## config.mk

```make
export PLATFORM = sky130hd
export DESIGN_NAME = muldiv_unit
export DESIGN_NICKNAME = d
export VERILOG_FILES = /design/src/rtl/muldiv_pkg.sv /design/src/rtl/muldiv_mul.sv /design/src/rtl/muldiv_divcore.sv /design/src/rtl/muldiv_divfix.sv /design/src/rtl/muldiv_unit.sv
export SDC_FILE = /design/constraint.sdc
export NUM_CORES = 2
export LEC_CHECK = 0
export ABC_CLOCK_PERIOD_IN_PS = 8970
export BUFFER_PORTS_ARGS = -buffer_cell sky130_fd_sc_hd__buf_4
export CAP_MARGIN = 20
export CORE_ASPECT_RATIO = 1.25
export CORE_MARGIN = 2
export CORE_UTILIZATION = 35
export CTS_CLUSTER_DIAMETER = 150
export DETAILED_ROUTE_END_ITERATION = 8
export PLACE_DENSITY = 0.51
export SLEW_MARGIN = 40
export SYNTH_ARGS = -nofsm -noshare
export SYNTH_HDL_FRONTEND = slang
export SYNTH_SLANG_ARGS = --single-unit
```

## constraint.sdc

```tcl
create_clock -name clk -period 8.97 [get_ports clk]
set_input_delay 0 -clock clk [delete_from_list [all_inputs] [get_ports clk]]
set_output_delay 0 -clock clk [all_outputs]
set_load 0.1 [all_outputs]
```

## src/rtl/muldiv_pkg.sv

```systemverilog
package muldiv_pkg;

  // Operation codes; the numeric values are part of the block's interface.
  typedef enum logic [2:0] {
    MD_MUL_S   = 3'd0,
    MD_MUL_U   = 3'd1,
    MD_DIV_S   = 3'd2,
    MD_DIV_U   = 3'd3,
    MD_TO_HI   = 3'd4,
    MD_TO_LO   = 3'd5,
    MD_FROM_HI = 3'd6,
    MD_FROM_LO = 3'd7
  } md_op_e;

endpackage

```

## src/rtl/muldiv_mul.sv

```systemverilog
module muldiv_mul #(
  parameter int XLEN = 32
) (
  input  logic [XLEN-1:0]   a,
  input  logic [XLEN-1:0]   b,
  input  logic              is_signed,
  output logic [2*XLEN-1:0] prod
);
  localparam int PLEN = 2 * XLEN;

  logic [PLEN-1:0] ext_a;
  logic [PLEN-1:0] ext_b;

  // Widen both operands to the product width. A signed multiply extends
  // the sign bit, so the truncated product is correct for both kinds.
  always_comb begin
    ext_a = {{XLEN{is_signed & a[XLEN-1]}}, a};
    ext_b = {{XLEN{is_signed & b[XLEN-1]}}, b};
    prod  = ext_a * ext_b;
  end
endmodule

```

## src/rtl/muldiv_divcore.sv

```systemverilog
module muldiv_divcore #(
  parameter int XLEN = 32
) (
  input  logic            clk,
  input  logic            rst_n,
  input  logic            start,
  input  logic [XLEN-1:0] num,
  input  logic [XLEN-1:0] den,
  output logic            active,
  output logic            last,
  output logic [XLEN-1:0] q_next,
  output logic [XLEN-1:0] r_next
);
  localparam int CW = $clog2(XLEN);

  logic [CW-1:0]   step_q;
  logic [XLEN-1:0] rem_q;
  logic [XLEN-1:0] quo_q;
  logic [XLEN-1:0] den_q;
  logic [XLEN:0]   shifted;
  logic [XLEN:0]   trial;
  logic            take;

  // One restoring step: shift the next dividend bit into the partial
  // remainder, then subtract the divisor if the difference stays positive.
  always_comb begin
    shifted = {rem_q, quo_q[XLEN-1]};
    trial   = shifted - {1'b0, den_q};
    take    = ~trial[XLEN];
    r_next  = take ? trial[XLEN-1:0] : shifted[XLEN-1:0];
    q_next  = {quo_q[XLEN-2:0], take};
    last    = active && (step_q == CW'(XLEN - 1));
  end

  always_ff @(posedge clk) begin
    if (!rst_n) begin
      active <= 1'b0;
      step_q <= '0;
      rem_q  <= '0;
      quo_q  <= '0;
      den_q  <= '0;
    end else if (start) begin
      active <= 1'b1;
      step_q <= '0;
      rem_q  <= '0;
      quo_q  <= num;
      den_q  <= den;
    end else if (active) begin
      rem_q  <= r_next;
      quo_q  <= q_next;
      step_q <= step_q + CW'(1);
      if (last) active <= 1'b0;
    end
  end
endmodule

```

## src/rtl/muldiv_divfix.sv

```systemverilog
module muldiv_divfix #(
  parameter int XLEN = 32
) (
  input  logic            is_signed,
  input  logic [XLEN-1:0] a,
  input  logic [XLEN-1:0] b,
  input  logic [XLEN-1:0] q_mag,
  input  logic [XLEN-1:0] r_mag,
  output logic [XLEN-1:0] q_out,
  output logic [XLEN-1:0] r_out
);
  localparam logic [XLEN-1:0] ALL_ONES = '1;
  localparam logic [XLEN-1:0] ONE      = XLEN'(1);
  localparam logic [XLEN-1:0] MOST_NEG = {1'b1, {(XLEN-1){1'b0}}};

  logic a_neg;
  logic b_neg;

  // Turn the magnitude results into the defined final values, including
  // the two cases that give a fixed result instead of an exception.
  always_comb begin
    a_neg = is_signed & a[XLEN-1];
    b_neg = is_signed & b[XLEN-1];
    if (b == '0) begin
      q_out = a_neg ? ONE : ALL_ONES;
      r_out = a;
    end else if (is_signed && a == MOST_NEG && b == ALL_ONES) begin
      q_out = MOST_NEG;
      r_out = '0;
    end else begin
      q_out = (a_neg ^ b_neg) ? (~q_mag + ONE) : q_mag;
      r_out = a_neg ? (~r_mag + ONE) : r_mag;
    end
  end
endmodule

```

## src/rtl/muldiv_unit.sv

```systemverilog
module muldiv_unit
  import muldiv_pkg::*;
#(
  parameter int XLEN = 32,
  parameter int RIDX = 5
) (
  input  logic              clk,
  input  logic              rst_n,
  input  logic              req_valid,
  output logic              req_ready,
  input  logic [2:0]        req_op,
  input  logic [XLEN-1:0]   req_a,
  input  logic [XLEN-1:0]   req_b,
  input  logic [2*XLEN-1:0] req_wide,
  input  logic [RIDX-1:0]   req_dst,
  output logic              busy,
  output logic              done,
  output logic [2*XLEN-1:0] hi,
  output logic [2*XLEN-1:0] lo,
  output logic              wb_valid,
  output logic [RIDX-1:0]   wb_idx,
  output logic [2*XLEN-1:0] wb_data
);
  localparam int WLEN = 2 * XLEN;

  function automatic logic [WLEN-1:0] sext(input logic [XLEN-1:0] v);
    return {{XLEN{v[XLEN-1]}}, v};
  endfunction

  md_op_e          op;
  logic            accept;
  logic            op_signed;
  logic            div_start;
  logic [XLEN-1:0] mag_a;
  logic [XLEN-1:0] mag_b;
  logic [WLEN-1:0] prod;
  logic            div_act;
  logic            div_last;
  logic [XLEN-1:0] q_step;
  logic [XLEN-1:0] r_step;
  logic [XLEN-1:0] q_fin;
  logic [XLEN-1:0] r_fin;
  logic            d_signed_q;
  logic [XLEN-1:0] d_a_q;
  logic [XLEN-1:0] d_b_q;

  always_comb begin
    op        = md_op_e'(req_op);
    req_ready = ~div_act;
    busy      = div_act;
    accept    = req_valid & req_ready;
    op_signed = (op == MD_MUL_S) || (op == MD_DIV_S);
    div_start = accept && ((op == MD_DIV_S) || (op == MD_DIV_U));
    mag_a     = (op_signed && req_a[XLEN-1]) ? (~req_a + XLEN'(1)) : req_a;
    mag_b     = (op_signed && req_b[XLEN-1]) ? (~req_b + XLEN'(1)) : req_b;
  end

  muldiv_mul #(.XLEN(XLEN)) mul_i (
    .a         (req_a),
    .b         (req_b),
    .is_signed (op_signed),
    .prod      (prod)
  );

  muldiv_divcore #(.XLEN(XLEN)) div_i (
    .clk    (clk),
    .rst_n  (rst_n),
    .start  (div_start),
    .num    (mag_a),
    .den    (mag_b),
    .active (div_act),
    .last   (div_last),
    .q_next (q_step),
    .r_next (r_step)
  );

  muldiv_divfix #(.XLEN(XLEN)) fix_i (
    .is_signed (d_signed_q),
    .a         (d_a_q),
    .b         (d_b_q),
    .q_mag     (q_step),
    .r_mag     (r_step),
    .q_out     (q_fin),
    .r_out     (r_fin)
  );

  always_ff @(posedge clk) begin
    if (!rst_n) begin
      hi         <= '0;
      lo         <= '0;
      done       <= 1'b0;
      wb_valid   <= 1'b0;
      wb_idx     <= '0;
      wb_data    <= '0;
      d_signed_q <= 1'b0;
      d_a_q      <= '0;
      d_b_q      <= '0;
    end else begin
      done     <= 1'b0;
      wb_valid <= 1'b0;
      if (accept) begin
        unique case (op)
          MD_MUL_S, MD_MUL_U: begin
            lo   <= sext(prod[XLEN-1:0]);
            hi   <= sext(prod[WLEN-1:XLEN]);
            done <= 1'b1;
            if (req_dst != '0) begin
              wb_valid <= 1'b1;
              wb_idx   <= req_dst;
              wb_data  <= sext(prod[XLEN-1:0]);
            end
          end
          MD_DIV_S, MD_DIV_U: begin
            d_signed_q <= op_signed;
            d_a_q      <= req_a;
            d_b_q      <= req_b;
          end
          MD_TO_HI: begin
            hi   <= req_wide;
            done <= 1'b1;
          end
          MD_TO_LO: begin
            lo   <= req_wide;
            done <= 1'b1;
          end
          MD_FROM_HI, MD_FROM_LO: begin
            done <= 1'b1;
            if (req_dst != '0) begin
              wb_valid <= 1'b1;
              wb_idx   <= req_dst;
              wb_data  <= (op == MD_FROM_HI) ? hi : lo;
            end
          end
          default: ;
        endcase
      end
      if (div_last) begin
        lo   <= sext(q_fin);
        hi   <= sext(r_fin);
        done <= 1'b1;
      end
    end
  end
endmodule

```

==> results.toml <==
[grt]
grt_pass1_vias = 52800
grt_overflow_total = 0
grt_pass1_wl_mm = 347
grt_usage = 0.268
antenna_found_initial = 13
grt_max_degree = 84

[worst_setup_path]
r2r_start = "d_b_q[0]$_SDFFE_PN0P_"
cpPeakStageDelay_ns = 0.55
critPathCaptureType = "register"
r2r-end = "hi[26]$_SDFFE_PN0P_"
cp_top_family = "adder cells"
crit_path_max_fanout = 19
critPathKind = "in2reg"
worst-path-stages = 33
arrival_ns = 9.00
cp_common_cell = "fa_1"
rr_worst_depth = 19
r2r_slack_ns = 2.27
worstPathRequired_ns = 9.43
cp_slowest_cell = "dlygate4sd3_1"
crit_buf_inv = 11
start_kind = "input port"

[synthesis]
syn-instance-count = 7015
netlist.area_leader.share = 0.381
synth_cell_types = 95
syn_area_sq_um = 59200
synthArstFlopShare = 0
synth_top_area_cell = "fa_1"
yosysMostFrequentCell = "inv_1"
yosys_warnings = 0
synth_commonest_cells = "inv_1 (1192), nand2_1 (1177), fa_1 (1126)"
synth-main-ff-cell = "dfxtp_1"
synth_edf_count = 0
synth-seq-cells = 365
yosys-top-cells-area = "fa_1 (38%), dfxtp_1 (12%), inv_1 (7.6%), nand2_1 (7.5%), ha_1 (5.4%)"
postSynthAreaPerCell_sq_um = 8.45
syn-num-nets = 8534
seq_area_frac_synth = 0.123

[min_path]
hp-class = "in2reg"
hold_end = "d_a_q[21]$_SDFFE_PN0P_"
min_delay_path_depth = 4
worstHoldStart = "req_a[21]"

[floorplan]
dieArea_sq_um = 173000
fp.dieW_microns = 372
rows = 168
io_pins = 340
fp.dieH_microns = 464
initial_core_util = 0.353
coreArea_sq_um = 168000

[layout]
drive_gt1_frac = 0.0981
fin_nets = 8715
area_growth_pct = 12.8

[drt]
drcViolationCount = 0
totalWireLength_mm = 231
drt-pass1-iter-count = 6
postRouteAntennaNets = 0
via_per_inst = 5.32
wl_per_cell_microns = 24.5
drtIter0Drc = 4076
vias = 50200

[cts]
clock_sinks = 365
clk_pin_slew_ns = 0.06
htreeDepth = 2
numCtsBuffers = 40
clock_path_buffers = 3
cts_tree = "built"
clk_latency_ns = 0.60
cts-root-buf = "clkbuf_16"

[placed_design]
hpwl_mm = 183
port_buffers = 339
gp_congestion = 0.930

[timing]
timing.final.crit_share = 0.953
setup_viol = 0
finalMaxSlewViolations = 0
worst_pin_slew_ns = 0.908
hold_viol_final = 0
slew_headroom = 0.389
rsz0062_at_grt = "no"
setup_tns_ns = 0
min_period_ns = 8.54
finClkSkew_ns = 0.0415
fmax_mhz = 117

[job]
maxCapViolations = 0

[status]
outcome = "completed"
==> routing by layer <==
metal	GRT usage	part of all wire
met4	0.127	0.058
met2	0.453	0.48
met1	0.339	0.40
met5	0	0.00013
met3	0.0293	0.060
==> worst register-to-register path: stages, from the launching register on <==
cell,delay [ns]
dfxtp_1,0.51
ha_1,0.23
inv_1,0.05
fa_1,0.43
a211oi_1,0.36
o21ai_1,0.22
nand4_2,0.22
a311oi_4,0.17
o31a_2,0.47
nor2_4,0.14
buf_4,0.46
mux2i_1,0.40
ha_1,0.32
nor4bb_1,0.34
nand3b_1,0.20
nor4_1,0.43
o22ai_1,0.30
o41ai_1,0.64
mux2i_1,0.51
a21oi_1,0.12
==> layout by cell type, fill, tap and decap left out, types with 98 or more instances in the layout <==
master,n
a21oi_1,399
and2_1,356
buf_4,513
dfxtp_1,364
dlygate4sd3_1,98
fa_1,1126
ha_1,253
inv_1,1191
nand2_1,1171
nor2_1,354
o21ai_0,162
xnor2_1,122
==> area by class of cell <==
class | count | area (sq um)
Multi-Input combinational cell | 4964 | 45700
Timing Repair Buffer | 630 | 5180
Tap cell | 2210 | 2770
Antenna cell | 8 | 20.0
Clock buffer | 52 | 1120
Clock inverter | 18 | 184
Inverter | 1195 | 4500
Fill cell | 17200 | 101000
Sequential cell | 365 | 7310
==> flip-flops by register name (all words and copies together) (netlist names) <==
register,flops
div_i.rem_q,32
wb_idx,5
hi,64
div_i.quo_q,32
d_a_q,32
div_i.active,1
lo,64
done,1
div_i.den_q,31
d_signed_q,1
d_b_q,32
div_i.step_q,5
wb_valid,1
wb_data,64
==> logic make-up (layout without fill, tap and decap cells) <==
family	after synthesis	count (layout)	share of synthesized area
adder cells (fa/ha/maj)	1380	1380	0.434
buffers and inverters	1686	1895	0.107
flip-flops	365	365	0.123
XOR/XNOR	200	200	0.0296
AND/OR/NAND/NOR	2259	2259	0.173
multiplexers	53	53	0.00925
AO/OA/AOI/OAI	1072	1072	0.124
other	0	8	0
==> stage by stage <==
step | util | setup slack (ns) | hold WS (ns) | area [sq um] | std cells
after global routing | 0.398 | 0.00970 | 0.0339 | 66800 | 9436
after global placement | 0.383 | 0.0998 | 0.243 | 64300 | 9259
final | 0.398 | 0.425 | 0.0245 | 66800 | 9442
after CTS | 0.397 | 0.347 | 0.00237 | 66700 | 9427
after detailed placement | 0.384 | 0.150 | 0.261 | 64400 | 9259
after floorplan | - | 0.108 | 0.147 | 59200 | 7015
==> worst max path at each step <==
stage / to / from
3_5_place_dp: hi[60]$_SDFFE_PN0P_ / req_op[2]
5_1_grt: hi[28]$_SDFFE_PN0P_ / req_b[22]
6_report: hi[60]$_SDFFE_PN0P_ / req_a[16]
3_3_place_gp: hi[60]$_SDFFE_PN0P_ / req_op[2]
4_1_cts: hi[60]$_SDFFE_PN0P_ / req_a[16]
2_1_floorplan: hi[61]$_SDFFE_PN0P_ / req_op[0]
==> timing repair <==
action                                 4_1_cts  5_1_grt
hold buffers                                98        0
setup endpoints to repair                    0        2
setup buffers                                0        6
endpoints found under the hold margin      164        0
resized for setup                            0        3
Power is left out: the tool's default activity adds up to more than one toggle a clock period on the data nets, which glitch-free logic cannot reach.
